[config.mk]
export PLATFORM = sky130hd
export DESIGN_NAME = bidir_byte_dma
export DESIGN_NICKNAME = d
export VERILOG_FILES = /design/src/rtl/bbd_pkg.sv /design/src/rtl/bbd_desc_slot.sv /design/src/rtl/bbd_engine.sv /design/src/rtl/bidir_byte_dma.sv
export SDC_FILE = /design/constraint.sdc
export NUM_CORES = 1
export LEC_CHECK = 0
export BUFFER_PORTS_ARGS = -buffer_cell sky130_fd_sc_hd__buf_2
export CORE_MARGIN = 2
export CORE_UTILIZATION = 50
export CTS_BUF_LIST = sky130_fd_sc_hd__clkbuf_16
export DETAILED_ROUTE_END_ITERATION = 12
export HOLD_SLACK_MARGIN = 0.05
export PLACE_DENSITY_LB_ADDON = 0.08
export RECOVER_POWER = 100
export SLEW_MARGIN = 30
export SYNTH_ARGS = -nofsm -noshare
export SYNTH_HDL_FRONTEND = slang
export SYNTH_HIERARCHICAL = 1
export SYNTH_SLANG_ARGS = --single-unit
[constraint.sdc]
create_clock -name clk -period 2 [get_ports clk]
set_input_delay 0.2 -clock clk [delete_from_list [all_inputs] [get_ports clk]]
set_output_delay 0.2 -clock clk [all_outputs]
set_load 0.01 [all_outputs]
[src/rtl/bbd_pkg.sv]
package bbd_pkg;
   // descriptor field layout (software visible)
   localparam int DESC_W      = 64;
   localparam int LEN_LSB     = 32;
   localparam int LEN_FIELD_W = 12;
   localparam int LAST_BIT    = 63;
   localparam int PAGE_LSB    = 12;

   // control word bit positions
   localparam int CB_DIR = 0;
   localparam int CB_EN  = 1;
   localparam int CB_RST = 2;
   localparam int CB_VB  = 3;
   localparam int CB_VA  = 4;

   localparam logic [1:0] SEL_A    = 2'd0;
   localparam logic [1:0] SEL_B    = 2'd1;
   localparam logic [1:0] SEL_CTRL = 2'd2;

   typedef enum logic [2:0] {
      ST_IDLE,
      ST_MRD,   // memory read pending
      ST_DWR,   // byte offered to peripheral
      ST_DRD,   // waiting for peripheral byte
      ST_MWR    // memory write pending
   } eng_st_t;
endpackage

[src/rtl/bbd_desc_slot.sv]
module bbd_desc_slot #(
   parameter int ADDR_W = 32,
   parameter int LEN_W  = 12
) (
   input  logic              clk,
   input  logic              rst_n,
   input  logic              wr_i,
   input  logic [ADDR_W-1:0] wbase_i,
   input  logic [LEN_W-1:0]  wlen_i,
   input  logic              wlast_i,
   input  logic              set_i,
   input  logic              clr_i,
   input  logic              lock_i,
   output logic [ADDR_W-1:0] base_o,
   output logic [LEN_W-1:0]  len_o,
   output logic              last_o,
   output logic              valid_o
);
   logic [ADDR_W-1:0] base_q;
   logic [LEN_W-1:0]  len_q;
   logic              last_q;
   logic              valid_q;
   logic              wr_ok;

   assign wr_ok = wr_i && !(lock_i && valid_q);

   always_ff @(posedge clk) begin
      if (!rst_n) begin
         base_q  <= '0;
         len_q   <= '0;
         last_q  <= 1'b0;
         valid_q <= 1'b0;
      end else begin
         if (wr_ok) begin
            base_q <= wbase_i;
            len_q  <= wlen_i;
            last_q <= wlast_i;
         end
         if (clr_i)      valid_q <= 1'b0;
         else if (set_i) valid_q <= 1'b1;
      end
   end

   assign base_o  = base_q;
   assign len_o   = len_q;
   assign last_o  = last_q;
   assign valid_o = valid_q;

   // a write to an armed, current slot leaves the descriptor untouched
   p_locked_write_r11: assert property (@(posedge clk) disable iff (!rst_n)
      (wr_i && lock_i && valid_q) |=> ($stable(base_q) && $stable(len_q) && $stable(last_q)));

   // the armed bit only drops after a finish or channel reset request
   p_valid_fall_r6: assert property (@(posedge clk) disable iff (!rst_n)
      $fell(valid_q) |-> $past(clr_i));
endmodule

[src/rtl/bbd_engine.sv]
module bbd_engine
   import bbd_pkg::*;
#(
   parameter int ADDR_W = 32,
   parameter int LEN_W  = 12
) (
   input  logic              clk,
   input  logic              rst_n,
   input  logic              chan_rst_i,
   input  logic              en_i,
   input  logic              dir_i,
   input  logic              valid_i,
   input  logic [ADDR_W-1:0] base_i,
   input  logic [LEN_W-1:0]  len_i,
   input  logic              last_i,
   output logic              cur_o,
   output logic              fin_o,
   output logic              merr_o,
   output logic              busy_o,
   output logic [LEN_W-1:0]  cnt_o,
   output logic              mem_req_o,
   output logic              mem_we_o,
   output logic [ADDR_W-1:0] mem_addr_o,
   output logic [7:0]        mem_wdata_o,
   input  logic              mem_gnt_i,
   input  logic [7:0]        mem_rdata_i,
   input  logic              mem_err_i,
   output logic              dev_out_valid_o,
   output logic [7:0]        dev_out_data_o,
   input  logic              dev_out_ready_i,
   input  logic              dev_in_valid_i,
   input  logic [7:0]        dev_in_data_i,
   output logic              dev_in_ready_o,
   output logic              tc_o,
   output logic              irq_a_o,
   output logic              irq_b_o,
   output logic              irq_m_o
);
   localparam int PAGE_W = ADDR_W - PAGE_LSB;

   eng_st_t           st_q;
   logic              cur_q;
   logic [ADDR_W-1:0] addr_q;
   logic [PAGE_W-1:0] page_q;
   logic [LEN_W-1:0]  cnt_q;
   logic [7:0]        byte_q;
   logic              irq_a_q, irq_b_q, irq_m_q, tc_q;

   logic start, mem_hs, merr, byte_done, fin;

   always_comb begin
      start     = (st_q == ST_IDLE) && en_i && valid_i;
      mem_hs    = en_i && mem_gnt_i && ((st_q == ST_MRD) || (st_q == ST_MWR));
      merr      = mem_hs && mem_err_i;
      byte_done = (en_i && (st_q == ST_DWR) && dev_out_ready_i)
               || (mem_hs && !mem_err_i && (st_q == ST_MWR));
      fin       = (start && (len_i == '0)) || (byte_done && (cnt_q == LEN_W'(1)));
   end

   always_ff @(posedge clk) begin
      if (!rst_n) begin
         st_q    <= ST_IDLE;
         cur_q   <= 1'b0;
         addr_q  <= '0;
         page_q  <= '0;
         cnt_q   <= '0;
         byte_q  <= '0;
         irq_a_q <= 1'b0;
         irq_b_q <= 1'b0;
         irq_m_q <= 1'b0;
         tc_q    <= 1'b0;
      end else begin
         irq_a_q <= 1'b0;
         irq_b_q <= 1'b0;
         irq_m_q <= 1'b0;
         tc_q    <= 1'b0;
         if (chan_rst_i) begin
            st_q  <= ST_IDLE;
            cur_q <= 1'b0;
            cnt_q <= '0;
         end else begin
            case (st_q)
               ST_IDLE: if (start) begin
                  addr_q <= base_i;
                  page_q <= base_i[ADDR_W-1:PAGE_LSB];
                  cnt_q  <= len_i;
                  st_q   <= dir_i ? ST_DRD : ST_MRD;
               end
               ST_MRD: if (mem_hs && !mem_err_i) begin
                  byte_q <= mem_rdata_i;
                  st_q   <= ST_DWR;
               end
               ST_DWR: if (byte_done) st_q <= ST_MRD;
               ST_DRD: if (en_i && dev_in_valid_i) begin
                  byte_q <= dev_in_data_i;
                  st_q   <= ST_MWR;
               end
               ST_MWR: if (byte_done) st_q <= ST_DRD;
               default: st_q <= ST_IDLE;
            endcase
            if (byte_done) begin
               addr_q <= addr_q + 1'b1;
               cnt_q  <= cnt_q - 1'b1;
            end
            if (merr) begin
               st_q    <= ST_IDLE;
               cnt_q   <= '0;
               irq_m_q <= 1'b1;
            end
            if (fin) begin
               st_q    <= ST_IDLE;
               cnt_q   <= '0;
               cur_q   <= ~cur_q;
               irq_a_q <= ~cur_q;
               irq_b_q <= cur_q;
               tc_q    <= last_i;
            end
         end
      end
   end

   assign cur_o           = cur_q;
   assign fin_o           = fin && !chan_rst_i;
   assign merr_o          = merr && !chan_rst_i;
   assign busy_o          = en_i && (st_q != ST_IDLE);
   assign cnt_o           = cnt_q;
   assign mem_req_o       = en_i && ((st_q == ST_MRD) || (st_q == ST_MWR));
   assign mem_we_o        = (st_q == ST_MWR);
   assign mem_addr_o      = addr_q;
   assign mem_wdata_o     = byte_q;
   assign dev_out_valid_o = en_i && (st_q == ST_DWR);
   assign dev_out_data_o  = byte_q;
   assign dev_in_ready_o  = en_i && (st_q == ST_DRD);
   assign tc_o            = tc_q;
   assign irq_a_o         = irq_a_q;
   assign irq_b_o         = irq_b_q;
   assign irq_m_o         = irq_m_q;

   // each finish interrupt lasts one cycle, and slots never finish together
   p_irq_a_pulse_r6: assert property (@(posedge clk) disable iff (!rst_n)
      irq_a_q |=> !irq_a_q);
   p_irq_b_pulse_r6: assert property (@(posedge clk) disable iff (!rst_n)
      irq_b_q |=> !irq_b_q);
   p_irq_excl_r6: assert property (@(posedge clk) disable iff (!rst_n)
      !(irq_a_q && irq_b_q));
   // terminal count only alongside a slot finish
   p_tc_with_finish_r7: assert property (@(posedge clk) disable iff (!rst_n)
      tc_q |-> (irq_a_q || irq_b_q));
   // frozen channel holds its remaining count
   p_frozen_hold_r5: assert property (@(posedge clk) disable iff (!rst_n)
      (!en_i && !chan_rst_i) |=> $stable(cnt_q));
   // addresses stay inside the page the buffer started in
   p_page_r2: assert property (@(posedge clk) disable iff (!rst_n)
      mem_req_o |-> (addr_q[ADDR_W-1:PAGE_LSB] == page_q));
endmodule

[src/rtl/bidir_byte_dma.sv]
module bidir_byte_dma
   import bbd_pkg::*;
#(
   parameter int ADDR_W = 32,
   parameter int LEN_W  = 12
) (
   input  logic              clk,
   input  logic              rst_n,
   input  logic              reg_we,
   input  logic [1:0]        reg_sel,
   input  logic [63:0]       reg_wdata,
   output logic [4:0]        ctrl_q,
   output logic [LEN_W+1:0]  diag_q,
   output logic              mem_req,
   output logic              mem_we,
   output logic [ADDR_W-1:0] mem_addr,
   output logic [7:0]        mem_wdata,
   input  logic              mem_gnt,
   input  logic [7:0]        mem_rdata,
   input  logic              mem_err,
   output logic              dev_out_valid,
   output logic [7:0]        dev_out_data,
   input  logic              dev_out_ready,
   input  logic              dev_in_valid,
   input  logic [7:0]        dev_in_data,
   output logic              dev_in_ready,
   output logic              dev_tc,
   output logic              irq_ctx_a,
   output logic              irq_ctx_b,
   output logic              irq_mem_err
);
   localparam int NSLOT = 2;

   if (ADDR_W <= PAGE_LSB || ADDR_W > LEN_LSB) begin : g_bad_addr_w
      $error("ADDR_W must lie in %0d..%0d", PAGE_LSB + 1, LEN_LSB);
   end
   if (LEN_W < 1 || LEN_W > LEN_FIELD_W) begin : g_bad_len_w
      $error("LEN_W must lie in 1..%0d", LEN_FIELD_W);
   end

   logic dir_q, en_q;
   logic ctrl_wr, chan_rst;
   logic cur, fin, merr, busy;
   logic [LEN_W-1:0] cnt;
   logic wdata_unused;

   logic [ADDR_W-1:0] s_base  [NSLOT];
   logic [LEN_W-1:0]  s_len   [NSLOT];
   logic              s_last  [NSLOT];
   logic              s_valid [NSLOT];

   assign wdata_unused = ^reg_wdata;
   assign ctrl_wr  = reg_we && (reg_sel == SEL_CTRL);
   assign chan_rst = ctrl_wr && reg_wdata[CB_RST];

   always_ff @(posedge clk) begin
      if (!rst_n || chan_rst) begin
         dir_q <= 1'b0;
         en_q  <= 1'b0;
      end else begin
         if (ctrl_wr) begin
            dir_q <= reg_wdata[CB_DIR];
            en_q  <= reg_wdata[CB_EN];
         end
         if (merr) en_q <= 1'b0;
      end
   end

   for (genvar k = 0; k < NSLOT; k++) begin : g_slot
      localparam int ARM_BIT = (k == 0) ? CB_VA : CB_VB;
      bbd_desc_slot #(.ADDR_W(ADDR_W), .LEN_W(LEN_W)) i_slot (
         .clk     (clk),
         .rst_n   (rst_n),
         .wr_i    (reg_we && (reg_sel == 2'(k))),
         .wbase_i (reg_wdata[ADDR_W-1:0]),
         .wlen_i  (reg_wdata[LEN_LSB +: LEN_W]),
         .wlast_i (reg_wdata[LAST_BIT]),
         .set_i   (ctrl_wr && !chan_rst && reg_wdata[ARM_BIT]),
         .clr_i   (chan_rst || (fin && (cur == 1'(k)))),
         .lock_i  (cur == 1'(k)),
         .base_o  (s_base[k]),
         .len_o   (s_len[k]),
         .last_o  (s_last[k]),
         .valid_o (s_valid[k])
      );
   end

   bbd_engine #(.ADDR_W(ADDR_W), .LEN_W(LEN_W)) i_engine (
      .clk             (clk),
      .rst_n           (rst_n),
      .chan_rst_i      (chan_rst),
      .en_i            (en_q),
      .dir_i           (dir_q),
      .valid_i         (s_valid[cur]),
      .base_i          (s_base[cur]),
      .len_i           (s_len[cur]),
      .last_i          (s_last[cur]),
      .cur_o           (cur),
      .fin_o           (fin),
      .merr_o          (merr),
      .busy_o          (busy),
      .cnt_o           (cnt),
      .mem_req_o       (mem_req),
      .mem_we_o        (mem_we),
      .mem_addr_o      (mem_addr),
      .mem_wdata_o     (mem_wdata),
      .mem_gnt_i       (mem_gnt),
      .mem_rdata_i     (mem_rdata),
      .mem_err_i       (mem_err),
      .dev_out_valid_o (dev_out_valid),
      .dev_out_data_o  (dev_out_data),
      .dev_out_ready_i (dev_out_ready),
      .dev_in_valid_i  (dev_in_valid),
      .dev_in_data_i   (dev_in_data),
      .dev_in_ready_o  (dev_in_ready),
      .tc_o            (dev_tc),
      .irq_a_o         (irq_ctx_a),
      .irq_b_o         (irq_ctx_b),
      .irq_m_o         (irq_mem_err)
   );

   assign ctrl_q = {s_valid[0], s_valid[1], 1'b0, en_q, dir_q};
   assign diag_q = {cnt, busy, cur};

   // a memory error interrupt is always accompanied by a cleared enable
   p_merr_stop_r9: assert property (@(posedge clk) disable iff (!rst_n)
      irq_mem_err |-> !en_q);
   // no request in the cycle after the error interrupt
   p_merr_quiet_r9: assert property (@(posedge clk) disable iff (!rst_n)
      irq_mem_err |-> !mem_req);
endmodule

==> results of run 1 <==
-- routing by layer --
layer  vias to the layer above  global-route usage
li1                       3724                   -
met1                      3415               0.327
met2                       200               0.385
met3                        29              0.0544
met4                         0              0.0735
met5                         -                   0
-- critical path: cells and delay by family (launching register included) --
kind / cells / cell delay (ns)
simple gates: 5 / 0.78
compound gates: 2 / 0.40
flops: 1 / 0.39
mux: 1 / 0.37
-- cell usage after synthesis, types with 7 or more instances --
cell and instances:
nand2_1 214, dfxtp_1 154, mux2i_1 101, nor2_1 48, buf_2 39, a21oi_1 38, mux2_2 31, nand3_1 19
mux2_4 18, nor3_1 17, buf_4 14, clkbuf_1 14, o21ai_0 14, and3_1 12, nand4_1 12, nor4_1 11
a211oi_1 10, a31oi_1 10, o211ai_1 10, buf_12 8, inv_1 8, a22oi_1 7, and4_1 7, nor3b_1 7
-- how the worst min path moves through the flow --
| stage | from | endpoint | cells after the start |
|---|---|---|---|
| 6_report | reg_wdata[0] | g_slot[1].i_slot/base_o[0]$_SDFFE_PN0P_ | 3 |
| 5_1_grt | reg_wdata[0] | g_slot[0].i_slot/base_o[0]$_SDFFE_PN0P_ | 3 |
| 4_1_cts | reg_wdata[0] | g_slot[1].i_slot/base_o[0]$_SDFFE_PN0P_ | 3 |
| 3_5_place_dp | g_slot[1].i_slot/base_o[1]$_SDFFE_PN0P_ | g_slot[1].i_slot/base_o[1]$_SDFFE_PN0P_ | 2 |
| 3_3_place_gp | g_slot[1].i_slot/base_o[1]$_SDFFE_PN0P_ | g_slot[1].i_slot/base_o[1]$_SDFFE_PN0P_ | 2 |
| 2_1_floorplan | reg_wdata[0] | g_slot[0].i_slot/base_o[0]$_SDFFE_PN0P_ | 2 |
-- timing repair --
action,4_1_cts,5_1_grt
resized for setup,4,22
buffers inserted,2,5
setup endpoints to repair,16,21
pin swaps,1,7
endpoints found under the hold margin,83,0
hold buffers,43,0
cloned,0,1
-- cells by family after synthesis --
group           synth area share
buf+inv                   0.0749
fa+ha+maj                0.00455
compound gates             0.122
simple gates               0.225
xor+xnor                 0.00212
flops                      0.374
mux                        0.198
other cells             0.000454
-- flip-flops by register name, summed over array words and instances, names as in the netlist --
signal                   count
dir_q                        1
i_engine/tc_o                1
i_engine/st_q                3
i_engine/cnt_o              12
i_engine/cur_o               1
g_slot.i_slot/last_o         2
i_engine/mem_addr_o         32
i_engine/irq_b_o             1
i_engine/irq_a_o             1
g_slot.i_slot/valid_o        2
g_slot.i_slot/len_o         24
i_engine/dev_out_data_o      8
i_engine/irq_m_o             1
en_q                         1
g_slot.i_slot/base_o        64
-- final cells by class --
class                   count  area share
well taps                 216      0.0260
flip-flops and latches    154       0.297
inverters                   9     0.00325
clock buffers              17      0.0409
clock inverters            13      0.0111
repair buffers            264       0.169
multi-input cells         689       0.453
-- power by group --
part	internal (mW)	switching [mW]	leakage, nW
combinational	0.276	0.275	2.52
clock	1.79	1.26	0.268
sequential	3.13	0.0326	1.25
==> flow_summary.toml, run 1 <==
[clock_network]
clock_latency_ns = 0.43
cts_buffer_depth = 2
numCtsBuffers = 17
cts_root_buf = "clkbuf_16"
path_clk_slew_ns = 0.06
cts_tree = "done"
cts_sinks = 154
htreeDepth = 4

[floorplan]
ios = 164
core_sq_um = 16000
die-area_sq_um = 17600
row_count = 46
die_width_um = 132
start_util = 0.516
die_h_um = 132

[routing]
drt_first_pass_iters = 6
wl_per_cell_um = 16.0
totalWireLength_mm = 21.7
wirelength_met1_mm = 10.3
vias_per_cell = 5.41
wl_met2_mm = 9.89
drc_errors = 0
ant_nets = 0
dr_wl_met3_mm = 1.14
dr.first_iter.drc_count = 509
vias = 7368
dr.max_layer_used = "met4"

[synth]
synth_area_sq_um = 8250
ys_ff_latch = 154
synth_nets = 1028
yosysSeqAreaShare = 0.374
async_reset_ff_frac = 0
synth.avg_cell_area_sq_um = 8.82
ys.flop_type = "dfxtp_1"
synth_area_leaders = "dfxtp_1 (37%), mux2i_1 (12%), nand2_1 (9.7%)"
synth_cell_type_count = 78
synthCells = 936
synth_top_area_share = 0.374
synth.largest_area_cell = "dfxtp_1"
synth_edf_count = 0
yosysWarnings = 6

[worst_setup_path]
path_cells = "mux2_2 -> or3b_4 -> nor2_2 -> and4_4 -> a31oi_4 -> nor2_2 -> a22o_1 -> nor3b_1"
worstSetupStartpoint = "i_engine/cur_o$_SDFFE_PP0P_"
cp_slowest_cell = "dfxtp_4"
reg2reg_slack_ns = -0.02
end_kind = "register"
cpMostUsedCell = "nor2_2"
max_stage_delay_ns = 0.39
cp_data_required_time_ns = 2.35
path_class = "register to register"
cp-endpoint = "g_slot[1].i_slot/valid_o$_SDFFE_PP0P_"
critPathMaxFanout = 4
worstPathArrival_ns = 2.38
r2r-end = "g_slot[1].i_slot/valid_o$_SDFFE_PP0P_"
rr_worst_depth = 8
r2r-start = "i_engine/cur_o$_SDFFE_PP0P_"
worstSetupStartpointType = "register"

[grt]
grt_pass1_vias = 6678
grt_max_degree = 106
grt_pass1_wl_mm = 34.5
antenna_found_initial = 0
grtUsageTotal = 0.241
grt_overflow = 0

[sta]
tightest_slew_ns = 0.586
fmax_ghz = 0.494
setup_violations = 2
setup-tns-final_ns = -0.0451
hold_violations = 0
clock_skew_ns = 0.0140
fin_crit_sh = 1.01
slew_headroom = 0.609
drv_slew = 0
setup_slack_ns = -0.0248
hold_slack_ns = 0.0648
rsz0062_at_grt = "true"
finalCriticalPeriod_ns = 2.02

[placement]
pre_cts_slack_ns = -0.150
dp.cells = 1281
dpl.hpwl_mm = 14.5
place_congestion = 0.851
port_buffers = 143
dpl-instance-area_sq_um = 9330

[run_status]
violations = "negative setup slack"
status = "complete, but fails checks"

[cells_and_area]
nets = 1227
multi_input_area_sq_um = 4700
final_common_cell = "nand2_1"
syn_to_final_growth_pct = 25.9
nFillCells = 1417
mostFrequentLayoutCells = "nand2_1 (214), dfxtp_1 (152), mux2i_1 (101)"
fin_util = 0.649
drive_above_1_share = 0.226
final_area_sq_um = 10400
final_cells = 1362
n_antenna_cell = 0
seqCellArea_sq_um = 3090

[run]
maxCapViolations = 0

[power]
ir_drop_v = 0.000585
cellLeakagePower_nw = 4.04
power_mw = 6.76
power_density_nw_per_um2 = 651

[min_path]
hp-class = "input port to register"
(Power assumes the default switching activity.)
==> inputs of run 2 (changes only) <==
- CORE_UTILIZATION: 50 -> 49
- GPL_TIMING_DRIVEN: unset -> 0
- SYNTH_HIERARCHICAL: 1 -> unset
==> flow_summary.toml, run 2 <==
[run_status]
status = "finished, final reports clean"

[synth]
synth_cell_type_count = 75
yosysWarnings = 0
synth_area_sq_um = 7540
synth_area_leaders = "dfxtp_1 (41%), nand2_1 (12%), a21oi_1 (9.6%)"
synth.avg_cell_area_sq_um = 7.78
yosysSeqAreaShare = 0.409
synth.largest_area_cell = "dfxtp_1"
synth_edf_count = 0
synth_nets = 1061
async_reset_ff_frac = 0
ys_ff_latch = 154
synth_top_area_share = 0.409
ys.flop_type = "dfxtp_1"
synthCells = 969
synth_most_common_cell = "nand2_1"
synthTopCellsByCount = "nand2_1 (232), dfxtp_1 (154), a21oi_1 (144)"

[grt]
grt_overflow = 0
antenna_found_initial = 0
grt_pass1_vias = 7229
grt_pass1_wl_mm = 39.0
grt_max_degree = 17
grtUsageTotal = 0.307

[sta]
fin_crit_sh = 0.993
setup_violations = 0
hold_violations = 0
tightest_slew_ns = 0.954
fmax_ghz = 0.503
slew_headroom = 0.362
drv_slew = 0
hold_slack_ns = 0.0525
clock_skew_ns = 0.0171
finalCriticalPeriod_ns = 1.99
rsz0062_at_grt = "true"

[floorplan]
die-area_sq_um = 16400
start_util = 0.498
die_h_um = 128
die_width_um = 128
ios = 164
row_count = 45
core_sq_um = 15100

[cells_and_area]
syn_to_final_growth_pct = 33.3
final_common_cell = "nand2_1"
nets = 1288
seqCellArea_sq_um = 3100
drive_above_1_share = 0.234
nFillCells = 1379
mostFrequentLayoutCells = "nand2_1 (232), dfxtp_1 (145), a21oi_1 (139)"
final_area_sq_um = 10000
final_cells = 1395
largest_reg_flops = 64
n_antenna_cell = 0
multi_input_area_sq_um = 4250

[power]
ir_drop_v = 0.000604
cellLeakagePower_nw = 3.72
power_mw = 6.94
power.internal_mw = 5.30
p_sw_mw = 1.65
p_comb_frac = 0.076
swShare = 0.237
power.share.sequential = 0.458
power_density_nw_per_um2 = 691
power_frac_clock = 0.467

[placement]
dpl-instance-area_sq_um = 8500
port_buffers = 142
place_congestion = 0.913
dp.cells = 1299
dpl.hpwl_mm = 17.6

[worst_setup_path]
worstSetupStartpointType = "register"
path_class = "register to register"
worstPathArrival_ns = 2.36
r2r-end = "i_engine.cnt_o[9]$_SDFFE_PP0P_"
r2r-start = "i_engine.cnt_o[3]$_SDFFE_PP0P_"
reg2reg_slack_ns = 0.01
rr_worst_depth = 6
end_kind = "register"
cp_data_required_time_ns = 2.37
critPathMaxFanout = 5

[clock_network]
path_clk_slew_ns = 0.06
cts_tree = "done"
numCtsBuffers = 17
cts_root_buf = "clkbuf_16"
cts_buffer_depth = 2
cts_sinks = 154
clock_latency_ns = 0.44
htreeDepth = 4

[min_path]
worstHoldStart = "reg_wdata[3]"
hold_depth = 3
min_to = "g_slot[0].i_slot.base_o[3]$_SDFFE_PN0P_"
hp-class = "input port to register"

[routing]
dr.first_iter.drc_count = 882
drc_errors = 0
totalWireLength_mm = 25.6
vias_per_cell = 5.78
vias = 8067
wl_per_cell_um = 18.4
ant_nets = 0
drt_first_pass_iters = 5

[run]
maxCapViolations = 0
-- run 2: worst max path at each step --
stage                                                    from                                   end  slack, ns
final                          i_engine.cnt_o[3]$_SDFFE_PP0P_        i_engine.cnt_o[9]$_SDFFE_PP0P_       0.01
after global routing      i_engine.mem_addr_o[1]$_SDFFE_PN0P_  i_engine.mem_addr_o[26]$_SDFFE_PN0P_      -0.07
after CTS                       i_engine.st_q[0]$_SDFFE_PP0P_  i_engine.mem_addr_o[20]$_SDFFE_PN0P_    -0.0004
after detailed placement          i_engine.cur_o$_SDFFE_PP0N_        i_engine.cnt_o[0]$_SDFFE_PP0P_      -0.49
after global placement            i_engine.cur_o$_SDFFE_PP0N_        i_engine.cnt_o[1]$_SDFFE_PP0P_      -0.48
after floorplan                i_engine.cnt_o[2]$_SDFFE_PP0P_       i_engine.cnt_o[11]$_SDFFE_PP0P_       0.08
-- run 2: layer usage --
metal,up-vias,GRT usage,routed length [um]
li1,3872,-,-
met1,3703,0.437,11500
met2,438,0.475,11400
met3,54,0.0551,2090
met4,0,0.0937,658
met5,-,0,0
-- run 2: final cells by class --
| type | count | share of cell area |
|---|---|---|
| Clock inverter | 13 | 0.0153 |
| Sequential cell | 154 | 0.308 |
| Clock buffer | 17 | 0.0423 |
| Buffer | 79 | 0.0528 |
| Multi-Input combinational cell | 725 | 0.423 |
| Timing Repair Buffer | 213 | 0.133 |
| Inverter | 6 | 0.00224 |
| Tap cell | 188 | 0.0234 |
-- run 2: worst max-delay path, cell delays in order, from the launching register on --
cell and delay (ns):
dfxtp_4 0.35, or4_4 0.57, nor3_4 0.21, buf_6 0.15, and4b_1 0.22, mux2_4 0.32
a21oi_2 0.11
-- run 2: power groups by stage --
stage,Combinational [mW],Clock (mW),Sequential (mW)
6_report,0.526,3.24,3.18
5_1_grt,0.574,3.39,3.18
4_1_cts,0.503,3.26,3.18
3_5_place_dp,0.421,0,3.24
3_3_place_gp,0.419,0,3.24
2_1_floorplan,0.229,0,3.23
-- run 2: metrics by stage --
stage / setup slack [ns] / util / TNS (ns)
2_1_floorplan: 0.0780 / - / 0
3_3_place_gp: -0.479 / 0.560 / -21.81
3_5_place_dp: -0.490 / 0.561 / -18.85
4_1_cts: -0.000377 / 0.645 / -0.000377
5_1_grt: -0.0685 / 0.663 / -0.530
6_report: 0.0130 / 0.663 / 0
-- run 2: cells by family (layout without fill, tap and decap cells) --
group / Yosys count / after routing / synth area share
AOI/OAI and AO/OA: 254 / 254 / 0.201
muxes: 47 / 47 / 0.0641
other: 1 / 1 / 0.000497
and+or+nand+nor: 419 / 419 / 0.262
DFF: 154 / 154 / 0.409
adders and majority gates: 3 / 3 / 0.00498
xor gates and xnor gates: 1 / 1 / 0.00116
buffers and inverters: 90 / 328 / 0.0571
-- run 2: timing repair --
item	in CTS	in global routing
gates resized for setup	56	78
pin swaps	4	16
endpoints found under the hold margin	88	0
hold buffers	50	0
endpoints found under the setup margin	96	109
setup buffers	6	14
cloned	0	1
